[config.mk]
export PLATFORM = sky130hd
export DESIGN_NAME = nfecc_snoop
export DESIGN_NICKNAME = d
export VERILOG_FILES = /design/src/rtl/nfecc_pkg.sv /design/src/rtl/nfecc_par_step.sv /design/src/rtl/nfecc_judge.sv /design/src/rtl/nfecc_snoop.sv
export SDC_FILE = /design/constraint.sdc
export NUM_CORES = 1
export LEC_CHECK = 0
export BUFFER_PORTS_ARGS = -buffer_cell sky130_fd_sc_hd__buf_2
export CAP_MARGIN = 0
export CORE_MARGIN = 2
export CORE_UTILIZATION = 63
export CTS_CLUSTER_SIZE = 30
export DETAILED_ROUTE_END_ITERATION = 10
export PLACE_DENSITY = 0.91
export SYNTH_ARGS = -nofsm -noshare
export SYNTH_HDL_FRONTEND = slang
export SYNTH_SLANG_ARGS = --single-unit
[constraint.sdc]
create_clock -name clk -period 6.4 [get_ports clk]
set_input_delay 0.32 -clock clk [delete_from_list [all_inputs] [get_ports clk]]
set_output_delay 0.32 -clock clk [all_outputs]
set_load 0.1 [all_outputs]
[src/rtl/nfecc_pkg.sv]
`timescale 1ns/1ps
package nfecc_pkg;
    // widest page: 4096 data words plus 4 code words
    localparam int CNT_W   = 13;
    localparam int IDX_W   = 16;
    localparam int BIT_W   = 4;
    localparam int WORD_W  = IDX_W - BIT_W;
    localparam int CODE_W  = 2 * IDX_W;

    // status bit positions
    localparam int ST_ANY   = 0;
    localparam int ST_CODE  = 1;
    localparam int ST_MULTI = 2;

    typedef enum logic [1:0] {
        RA_PAR_T = 2'd0,
        RA_PAR_C = 2'd1,
        RA_STAT  = 2'd2,
        RA_LOC   = 2'd3
    } reg_addr_e;

    typedef struct packed {
        logic [CNT_W-1:0]  cnt;
        logic [IDX_W-1:0]  par_t;
        logic [IDX_W-1:0]  par_c;
        logic [CODE_W-1:0] stored;
        logic              done;
        logic              rd;
        logic [1:0]        mode;
    } snoop_state_t;
endpackage

[src/rtl/nfecc_par_step.sv]
`timescale 1ns/1ps
// Parity contribution of one bus word at a given word index.
module nfecc_par_step
    import nfecc_pkg::*;
#(
    parameter int BUS_W = 8
) (
    input  logic [BUS_W-1:0]  word_data,
    input  logic [WORD_W-1:0] word_idx,
    output logic [IDX_W-1:0]  delta_t,
    output logic [IDX_W-1:0]  delta_c
);
    logic word_par;

    assign word_par = ^word_data;

    // bit-index part of the index: split each word by bit position
    always_comb begin
        delta_t[BIT_W-1:0] = '0;
        delta_c[BIT_W-1:0] = '0;
        for (int j = 0; j < BUS_W; j++) begin
            for (int k = 0; k < BIT_W; k++) begin
                if (j[k]) delta_t[k] = delta_t[k] ^ word_data[j];
                else      delta_c[k] = delta_c[k] ^ word_data[j];
            end
        end
    end

    // word-index part: whole-word parity steered by each address bit
    for (genvar k = 0; k < WORD_W; k++) begin : g_widx
        assign delta_t[BIT_W+k] = word_idx[k]  & word_par;
        assign delta_c[BIT_W+k] = !word_idx[k] & word_par;
    end
endmodule

[src/rtl/nfecc_judge.sv]
`timescale 1ns/1ps
// Syndrome classification and locator selection.
module nfecc_judge
    import nfecc_pkg::*;
(
    input  logic [IDX_W-1:0]  calc_t,
    input  logic [IDX_W-1:0]  calc_c,
    input  logic [CODE_W-1:0] stored,
    input  logic              valid,
    output logic [2:0]        flags,
    output logic [IDX_W-1:0]  loc
);
    logic [IDX_W-1:0]  syn_t, syn_c;
    logic [CODE_W-1:0] syn;
    logic              any_err, data_one, code_one;

    assign syn_t    = calc_t ^ stored[IDX_W-1:0];
    assign syn_c    = calc_c ^ stored[CODE_W-1:IDX_W];
    assign syn      = {syn_c, syn_t};
    assign any_err  = |syn;
    assign data_one = &(syn_t ^ syn_c);
    assign code_one = ($countones(syn) == 1);

    always_comb begin
        flags           = '0;
        flags[ST_ANY]   = valid & any_err;
        flags[ST_CODE]  = valid & code_one;
        flags[ST_MULTI] = valid & any_err & !data_one & !code_one;
        loc             = (valid && any_err) ? syn_t : calc_t;
    end
endmodule

[src/rtl/nfecc_snoop.sv]
`timescale 1ns/1ps
module nfecc_snoop
    import nfecc_pkg::*;
#(
    parameter int BUS_W = 8
) (
    input  logic             clk,
    input  logic             rst_n,
    input  logic             page_start,
    input  logic             dir_read,
    input  logic [1:0]       page_mode,
    input  logic             strobe,
    input  logic [BUS_W-1:0] data,
    input  logic [1:0]       reg_addr,
    output logic [15:0]      reg_rdata
);
    localparam int BYTES_W    = BUS_W / 8;
    localparam int BASE_WORDS = 512 / BYTES_W;
    localparam int CODE_WORDS = 4 / BYTES_W;

    snoop_state_t s_q, s_d, base;

    logic [CNT_W-1:0] n_words, n_total;
    logic             in_data, in_code, last_code;
    logic [1:0]       code_slot;
    logic [IDX_W-1:0] step_t, step_c, loc;
    logic [2:0]       flags;

    // page-start view of the state, before this cycle's strobe
    always_comb begin
        base = s_q;
        if (page_start) begin
            base.cnt    = '0;
            base.par_t  = '0;
            base.par_c  = '0;
            base.stored = '0;
            base.done   = 1'b0;
            base.rd     = dir_read;
            base.mode   = page_mode;
        end
    end

    assign n_words   = CNT_W'(BASE_WORDS) << base.mode;
    assign n_total   = n_words + CNT_W'(CODE_WORDS);
    assign in_data   = base.cnt < n_words;
    assign in_code   = !in_data && (base.cnt < n_total);
    assign last_code = base.cnt == (n_total - CNT_W'(1));
    assign code_slot = 2'(base.cnt - n_words);

    nfecc_par_step #(.BUS_W(BUS_W)) u_step (
        .word_data (data),
        .word_idx  (base.cnt[WORD_W-1:0]),
        .delta_t   (step_t),
        .delta_c   (step_c)
    );

    always_comb begin
        s_d = base;
        if (strobe) begin
            if (in_data) begin
                s_d.par_t = base.par_t ^ step_t;
                s_d.par_c = base.par_c ^ step_c;
                s_d.cnt   = base.cnt + CNT_W'(1);
            end else if (in_code) begin
                s_d.stored[int'(code_slot)*BUS_W +: BUS_W] = data;
                s_d.cnt = base.cnt + CNT_W'(1);
                if (last_code && base.rd) s_d.done = 1'b1;
            end
        end
    end

    always_ff @(posedge clk or negedge rst_n) begin
        if (!rst_n) s_q <= '0;
        else        s_q <= s_d;
    end

    nfecc_judge u_judge (
        .calc_t (s_q.par_t),
        .calc_c (s_q.par_c),
        .stored (s_q.stored),
        .valid  (s_q.done),
        .flags  (flags),
        .loc    (loc)
    );

    always_comb begin
        unique case (reg_addr_e'(reg_addr))
            RA_PAR_T: reg_rdata = s_q.par_t;
            RA_PAR_C: reg_rdata = s_q.par_c;
            RA_STAT:  reg_rdata = {13'd0, flags};
            default:  reg_rdata = loc;
        endcase
    end


    clr_on_start_chk: assert property (@(posedge clk) disable iff (!rst_n)
        page_start |=> (flags == 3'b000));


    par_frozen_chk: assert property (@(posedge clk) disable iff (!rst_n)
        (strobe && !page_start && !in_data) |=> ($stable(s_q.par_t) && $stable(s_q.par_c)));


    flags_hold_chk: assert property (@(posedge clk) disable iff (!rst_n)
        (s_q.done && !page_start) |=> ($stable(flags) && $stable(loc)));


    wr_quiet_chk: assert property (@(posedge clk) disable iff (!rst_n)
        !s_q.rd |-> (flags == 3'b000));
endmodule

==> results.toml, run 1 <==
[clock_network]
cts_made_buffers = 9
clk_pin_slew_ps = 80
cts_hold_buf = 0
cts.path.max_buffers = 2
cts_sinks = 80
cts_tree = "yes"
htree_levels = 3
cts_root_buffer = "clkbuf_8"
clock_latency_ps = 370

[power]
p_leak_nw = 3.14
p_per_area_nw_per_um2 = 496
peakVddDrop_uv = 894

[critical_path]
cp-startpoint = "s_q[57]"
start_kind = "flop"
critPathSlowestCell = "fa_1"
path_buf_inv = 6
cp.required_ps = 6080
r2r-start = "s_q[0]"
worstSetupPathType = "reg -> out"
slowest_delay_ps = 530
arrival_ps = 5870
worstPathMaxFanout = 5
cp_common_cell = "fa_1"
cp-end-kind = "output pin"
path_delay_family = "adder cells"
crit_chain = "xor2_2, ha_1, inv_1, fa_1, inv_1, fa_1, inv_1, fa_1, fa_1, fa_1, inv_2, ha_4, inv_1, fa_2, a2111oi_4, a21oi_1, nor4b_4, and2_1, mux4_2, buf_12"

[finish]
area_growth_pct = 10.4
nNetsFinal = 730
largest_register = "s_q"
largest_reg_flops = 80
antenna_cells = 0
final_util_pct = 70.7
drive_gt1_share_pct = 16.1
top_regs = "s_q: 80 flops"
fill_cells = 725
layout.cells.non_filler = 784

[yosys]
synth-seq-cells = 80
syn-num-nets = 711
synthDistinctLibCells = 57
ys_warn_count = 0
synthArstFlopShare_pct = 100
netlist_area_sq_um = 6170
synth_enable_flop_cells = 0
avgSynthCellArea_sq_um = 9.83
synthFlopType = "dfrtp_1"
syn_inst = 628
seq_area_frac_synth_pct = 32.4

[die]
fp.dieW_microns = 103
initial_core_util_pct = 64.0
rows = 36
io_pins = 33
design.die.area_sq_um = 10600
core_sq_um = 9640
die_h_microns = 103

[grt]
grt.busiest_layer = "met2"
grt_pass1_wl_microns = 25300
antenna_found_initial = 0
grt_util_met2_pct = 48.2
track_usage_pct = 32.0
use_met1_pct = 45.5
grt_pass1_vias = 4743
grt_max_degree = 81
overflow = 0
use_met3_pct = 5.90

[route]
drt_first_pass_iters = 5
vias = 4869
wl_per_cell_microns = 20.4
drtIter0Drc = 474
via_per_inst = 6.21
antenna_left = 0
wirelength_microns = 16000
drc_errors = 0

[timing]
hold_violations = 0
worstMarginPinSlew_ps = 1010
timing.fmax_mhz = 162
slew_headroom_pct = 33.0
min_period_ps = 6190
fin_skew_ps = 10.6
period_share_pct = 96.7
setup_viol = 0
finalHoldWorstSlack_ps = 103
slew_viol_final = 0

[place]
dp.cells = 765
port_buffers = 32
gp_congestion = 0.975
hpwl_microns = 11900

[job]
cap_viol_max_count = 0

[status]
status = "finished clean"

[worst_hold_path]
min_path_type = "in -> async"
[worst register-to-register path, delay by kind of cell, from the launching register on]
family	cells	cell delay [ps]
AO/OA/AOI/OAI	3	1200
AND/OR/NAND/NOR	4	1040
flip-flops	1	380
adder cells (fa/ha/maj)	1	280
multiplexers	1	240
buffers and inverters	1	110
[cells in the mapped netlist, types with 3 or more instances]
library cell	instances	area, sq um
clkbuf_1	17	63.8
mux2i_1	3	30.0
nand4_1	12	75.1
o221ai_1	11	96.3
nor2_1	38	143
o211ai_1	7	52.6
nand3_1	21	105
xor2_1	48	420
a21oi_1	19	95.1
nand2b_1	5	31.3
buf_2	3	15.0
o21ai_0	8	40.0
a211oi_1	13	97.6
nand2_1	26	97.6
a22o_2	8	80.1
and3_1	4	25.0
ha_1	40	500
fa_1	26	521
clkbuf_2	8	40.0
nor2b_1	16	100
xnor2_1	62	543
a22o_1	24	210
a21o_1	4	30.0
inv_1	79	297
dfrtp_1	80	2000
o21ai_1	4	20.0
nor4_1	4	25.0
[area by class of cell]
type	count	area, sq um	share of cell area (%)
multi-input combinational	437	3900	57.3
timing repair buffer	40	244	3.58
clock buffer	10	138	2.02
clock inverter	5	57.6	0.845
tap	133	166	2.44
sequential	80	2010	29.5
inverter	79	297	4.35
[worst paths after layout]
kind	to	slack, ps	cells past startpoint
min in group clk	s_q[2]	200	2
worst min register to register	s_q[2]	510	1
worst max register to register	s_q[78]	3090	10
worst max-delay path	reg_rdata[1]	210	20
worst min-delay path	s_q[76]	100	1
max in group asynchronous	s_q[15]	5590	1
[power by group]
part	switching (mW)	internal, mW	total [mW]	leakage [nW]
Sequential	0.0774	0.557	0.635	1.08
Combinational	1.27	1.10	2.37	1.96
Clock	0.190	0.189	0.379	0.102
Total	1.53	1.84	3.38	3.14
[layout by cell type, fill, tap and decap left out, types with 9 or more instances in the layout]
cell type / n
inv_1: 78
dfrtp_1: 74
xnor2_1: 53
xor2_1: 42
nor2_1: 38
ha_1: 38
buf_2: 29
nand2_1: 26
fa_1: 25
a22o_1: 24
nand3_1: 21
a21oi_1: 19
nor2b_1: 16
nand4_1: 12
a211oi_1: 12
o221ai_1: 11
clkbuf_8: 10
buf_4: 9
[layer usage]
layer	vias up	routed length, microns
met4	0	586
met5	-	0
met2	251	7380
met3	50	1300
met1	2413	6690
li1	2155	-
[through the flow]
stage	setup WS, ps	area [sq um]	total power, mW	setup TNS, ps
after global placement	343	6400	2.38	0
after CTS	3.09	6630	2.93	0
after global routing	-1.90	6810	3.67	-1.90
final	214	6810	3.38	0
after floorplan	617	6170	2.06	0
after detailed placement	202	6400	2.46	0
[cells by family after synthesis]
kind of cell	share of synthesized area, %
AO/OA/AOI/OAI	13.8
adder cells (fa/ha/maj)	16.5
multiplexers	1.03
buffers and inverters	7.34
flip-flops	32.4
XOR/XNOR	15.6
AND/OR/NAND/NOR	13.3
[timing repair]
action | in CTS | in global routing
endpoints found under the hold margin | 0 | 0
setup buffers | 0 | 4
resized for setup | 7 | 28
setup endpoints to repair | 2 | 2
gates cloned | 0 | 0
pin swaps | 1 | 7
Note: power is estimated with default switching activity, not from simulation.
==> run 2, diff against run 1 <==
==> constraint.sdc (replaced) <==
create_clock -name clk -period 6.43 [get_ports clk]
set_input_delay 0.3215 -clock clk [delete_from_list [all_inputs] [get_ports clk]]
set_output_delay 0.3215 -clock clk [all_outputs]
set_load 0.1 [all_outputs]
==> results.toml, run 2 (same netlist as run 1, synthesis figures left out) <==
[status]
status = "finished clean"

[power]
peakVddDrop_uv = 988
p_per_area_nw_per_um2 = 496
p_sw_mw = 1.52
swShare_pct = 44.9
p_leak_nw = 3.17
p_int_mw = 1.87
seq_power_share_pct = 18.7
clock_power_share_pct = 13.5
pwr-share-comb_pct = 67.9

[timing]
fin_skew_ps = 12.0
min_period_ps = 6270
setup_viol = 0
setup-tns-final_ps = 0
period_share_pct = 97.6
slew_viol_final = 0
setup_ws_ps = 156
slew_headroom_pct = 32.4
hold_violations = 0
timing.fmax_mhz = 159
worstMarginPinSlew_ps = 1010

[grt]
grt_pass1_vias = 4754
grt.busiest_layer = "met2"
track_usage_pct = 31.6
use_met3_pct = 5.97
overflow = 0
grt_max_degree = 81
use_met1_pct = 44.2
grt_util_met2_pct = 49.8
antenna_found_initial = 0
grt_pass1_wl_microns = 25000

[critical_path]
arrival_ps = 5950
rr_worst_depth = 10
cp-startpoint = "s_q[39]"
r2r-start = "s_q[1]"
cp-end-kind = "output pin"
cp.required_ps = 6110
reg2reg_setup_slack_ps = 3190
start_kind = "flop"
r2r-end = "s_q[78]"
worstSetupPathType = "reg -> out"
worstPathMaxFanout = 3
critical_path.endpoint = "reg_rdata[1]"

[die]
rows = 36
fp.dieW_microns = 103
initial_core_util_pct = 64.0
design.die.area_sq_um = 10600
die_h_microns = 103
io_pins = 33
core_sq_um = 9640

[finish]
area_growth_pct = 10.9
fill_cells = 717
layout_common_cells = "inv_1, dfrtp_1, xnor2_1"
seq_area_sq_um = 2010
antenna_cells = 0
layout_commonest_cell = "inv_1"
nNetsFinal = 732
largest_reg_flops = 80
multi_input_area_sq_um = 3880
top_regs = "s_q: 80 flops"
layout.cells.non_filler = 785
drive_gt1_share_pct = 15.6
largest_register = "s_q"

[clock_network]
cts_hold_buf = 0
cts_sinks = 80
cts_tree = "yes"
clock_latency_ps = 370
cts_root_buffer = "clkbuf_8"
cts_made_buffers = 9
htree_levels = 3
cts.path.max_buffers = 2
clk_pin_slew_ps = 80

[job]
cap_viol_max_count = 0

[place]
dp.cells = 765
port_buffers = 32
hpwl_microns = 11700
pre_cts_ws_ps = 238
gp_congestion = 1.01

[route]
drt_first_pass_iters = 5
drc_errors = 0
wl_per_cell_microns = 20.6
via_per_inst = 6.28
vias = 4928
wirelength_microns = 16100
antenna_left = 0
drtIter0Drc = 450

[worst_hold_path]
min_path_type = "in -> async"
[run 2: cell count changes in the layout (fill, tap and decap cells not counted), moves of 2 or more]
| cell | delta |
|---|---|
| clkinv_4 | -2 |
| bufinv_16 | +2 |
| dfrtp_2 | -2 |
| dfrtp_1 | +2 |
| buf_4 | +3 |
| clkinv_2 | -2 |
[run 2: layer usage]
layer	up-vias	share of wire, %	routed length [microns]
met2	271	48	7720
li1	2156	-	-
met4	0	3.2	510
met5	-	0	0
met1	2449	40	6500
met3	52	8.7	1410
[run 2: critical path, cell delays in order (launching register included)]
cell       delay (ps)
dfrtp_1           440
xor2_1            390
ha_1              310
inv_1              90
fa_1              420
fa_1              440
fa_1              580
fa_1              450
fa_1              480
inv_1              70
ha_2              210
inv_1              80
fa_2              390
a2111oi_4         240
a21oi_2            80
nor4b_4           310
and2_1            170
mux4_2            260
buf_12            180
[run 2: power groups by stage]
| stage | clock [mW] | sequential [mW] | combinational [mW] |
|---|---|---|---|
| 3_3_place_gp | 0 | 0.629 | 1.72 |
| 6_report | 0.457 | 0.633 | 2.30 |
| 3_5_place_dp | 0 | 0.632 | 1.87 |
| 4_1_cts | 0.463 | 0.624 | 1.92 |
| 5_1_grt | 0.481 | 0.636 | 2.55 |
| 2_1_floorplan | 0 | 0.607 | 1.44 |
[run 2: area by class of cell]
cell class                      instances  share of cell area (%)
Timing Repair Buffer                   42                    3.73
Sequential cell                        80                    29.3
Clock buffer                           11                    2.21
Inverter                               79                    4.33
Multi-Input combinational cell        437                    56.7
Clock inverter                          3                    1.32
Tap cell                              133                    2.43
[run 2: worst min-delay path by stage]
stage,startpoint,endpoint,slack (ps),depth (start not counted)
6_report,rst_n,s_q[47],110,1
5_1_grt,rst_n,s_q[61],200,1
2_1_floorplan,rst_n,s_q[0],30,0
3_3_place_gp,s_q[2],s_q[2],490,1
3_5_place_dp,s_q[2],s_q[2],500,1
4_1_cts,rst_n,s_q[62],150,1
[run 2: timing repair]
item	in CTS	in global routing
endpoints found under the setup margin	2	2
cloned	0	0
pin swaps	0	7
setup buffers	0	6
resized for setup	3	25
[run 2: through the flow]
stage          power [mW]  util, %  area (sq um)  hold slack, ps
2_1_floorplan        2.05        -          6170            25.9
5_1_grt              3.67     71.1          6850             201
3_5_place_dp         2.50     66.4          6400             501
3_3_place_gp         2.35     66.4          6400             493
4_1_cts              3.01     69.0          6650             152
6_report             3.39     71.1          6850             110
==> run 3, diff against run 2 <==
--- a/config.mk
+++ b/config.mk
@@ -5,12 +5,14 @@
 export SDC_FILE = /design/constraint.sdc
 export NUM_CORES = 1
 export LEC_CHECK = 0
+export ABC_AREA = 1
 export BUFFER_PORTS_ARGS = -buffer_cell sky130_fd_sc_hd__buf_2
 export CAP_MARGIN = 0
 export CORE_MARGIN = 2
-export CORE_UTILIZATION = 63
+export CORE_UTILIZATION = 64
 export CTS_CLUSTER_SIZE = 30
 export DETAILED_ROUTE_END_ITERATION = 10
+export HOLD_SLACK_MARGIN = 0.08
 export PLACE_DENSITY = 0.91
 export SYNTH_ARGS = -nofsm -noshare
 export SYNTH_HDL_FRONTEND = slang
==> results.toml, run 3 <==
[yosys]
synth_top_area_cell = "dfrtp_1"
synth_enable_flop_cells = 0
synthDistinctLibCells = 35
synthFlopType = "dfrtp_1"
yosysTopAreaCellShare_pct = 27.1
synth-seq-cells = 80
ys_warn_count = 0
syn-num-nets = 1234
syn_inst = 1151
synthTopCellsByArea = "dfrtp_1, nand2_1, inv_1, nand3_1, fa_1"
synth.most_common_cell = "nand2_1"
netlist_area_sq_um = 7390
netlist_top_cells_count = "nand2_1, inv_1, nand3_1, dfrtp_1, nor2_1"
seq_area_frac_synth_pct = 27.1
avgSynthCellArea_sq_um = 6.42
synthArstFlopShare_pct = 100

[clock_network]
cts.path.max_buffers = 2
clk_pin_slew_ps = 60
cts_hold_buf = 0
clock_latency_ps = 350
htree_levels = 3
cts_root_buffer = "clkbuf_16"
cts_made_buffers = 9
postCtsResizedCells = 0
post-cts-setup-buffers = 0
cts_sinks = 80
cts_tree = "yes"

[critical_path]
path_buf_inv = 5
worstSetupPathType = "reg -> out"
slowest_delay_ps = 530
cp.required_ps = 6110
start_kind = "flop"
critPathSlowestCell = "fa_1"
path_delay_family = "adder cells"
worstPathMaxFanout = 4
crit_chain = "inv_1, nand2_1, nand2_1, ha_1, inv_1, fa_1, fa_1, fa_1, fa_1, fa_1, inv_1, ha_1, inv_1, fa_1, nand3b_1, nor3_1, nand2_1, nand3_1, buf_2"
arrival_ps = 5560
cp-end-kind = "output pin"
cp_common_cell = "fa_1"

[power]
p_sw_mw = 1.32
p_total_mw = 2.87
p_leak_nw = 4.36
peakVddDrop_uv = 878
swShare_pct = 45.8
p_per_area_nw_per_um2 = 362
clock_power_share_pct = 19.7
pwr-share-comb_pct = 59.8
p_int_mw = 1.56
seq_power_share_pct = 20.5

[timing]
setup-tns-final_ps = 0
worstMarginPinSlew_ps = 1050
setup_viol = 0
period_share_pct = 91.5
fin_skew_ps = 7.29
slew_viol_final = 0
hold_violations = 0
rsz0062_at_grt = "false"
timing.fmax_mhz = 170
slew_headroom_pct = 30.3
min_period_ps = 5880

[job]
cap_viol_max_count = 0

[finish]
area_growth_pct = 7.54
layout.cells.non_filler = 1317
seq_area_sq_um = 2000
fill_cells = 956
layout_common_cells = "nand2_1, inv_1, nand3_1"
final_util_pct = 70.2
finish.instance_area_sq_um = 7950
layout_commonest_cell = "nand2_1"
top_regs = "s_q: 80 flops"
antenna_cells = 0
drive_gt1_share_pct = 6.22
largest_register = "s_q"
largest_reg_flops = 80
multi_input_area_sq_um = 4520
nNetsFinal = 1253

[grt]
antenna_found_initial = 0
track_usage_pct = 34.3
overflow = 0
grt_pass1_wl_microns = 34100
grt_pass1_vias = 6919
grt_max_degree = 81

[die]
initial_core_util_pct = 65.3
io_pins = 33
rows = 39
fp.dieW_microns = 111
core_sq_um = 11300
design.die.area_sq_um = 12400
die_h_microns = 111

[status]
status = "finished clean"

[route]
drtIter0Drc = 875
drt_first_pass_iters = 5
wl_per_cell_microns = 16.0
antenna_left = 0
via_per_inst = 5.71
vias = 7523
drc_errors = 0
wirelength_microns = 21000

[place]
port_buffers = 32
gp_congestion = 0.951
dp.cells = 1302
placed_cell_area_sq_um = 7620
hpwl_microns = 15500

[worst_hold_path]
min_path_type = "in -> async"
## run 3: cell count changes after synthesis, sizes merged, moves of 13 or more
cell	change
a211oi	-13
a21oi	-16
a22o	-32
inv	+112
nand2	+439
nand3	+110
nand4	+17
nor2	+44
nor2b	-16
o21ai	+13
xnor2	-53
xor2	-25
## run 3: cells by family after synthesis
logic type                 share of synthesized area [%]
and+or+nand+nor                                     41.0
xor gates and xnor gates                            3.90
buffers and inverters                               11.9
muxes                                              0.135
adders and majority gates                           13.8
AOI/OAI and AO/OA                                   2.24
DFF                                                 27.1
## run 3: cell type report
class | count | share of cell area [%]
Multi-Input combinational cell | 849 | 56.9
Sequential cell | 80 | 25.2
Inverter | 193 | 9.12
Clock buffer | 12 | 3.23
Timing Repair Buffer | 37 | 2.52
Tap cell | 143 | 2.25
Clock inverter | 3 | 0.819
## run 3: final timing paths
kind,start,end,slack [ps],depth (start not counted)
worst min register to register,s_q[2],s_q[2],500,2
worst max register to register,s_q[78],s_q[41],3100,13
worst max-delay path,s_q[49],reg_rdata[1],550,19
worst min-delay path,rst_n,s_q[24],140,1
max in group asynchronous,rst_n,s_q[64],5600,1
min in group clk,dir_read,s_q[2],230,3
## run 3: power by group through the flow
stage	combinational, mW	clock (mW)	sequential [mW]
after floorplan	1.38	0	0.585
after detailed placement	1.72	0	0.596
final	1.72	0.566	0.589
after global routing	1.99	0.589	0.593
after CTS	1.74	0.565	0.587
after global placement	1.66	0	0.592
## run 3: metrics by stage
stage,hold WS (ps),setup WS [ps]
final,141,547
after detailed placement,487,907
after CTS,206,538
after global placement,482,984
after global routing,258,259
after floorplan,25.9,889
## run 3: metal layers
metal | share of wire (%) | vias to the layer above | track usage (%)
met2 | 46 | 472 | 54.2
met1 | 38 | 3413 | 47.0
met3 | 12 | 79 | 5.82
li1 | - | 3559 | -
met5 | 0 | - | 0
met4 | 4.2 | 0 | 14.9
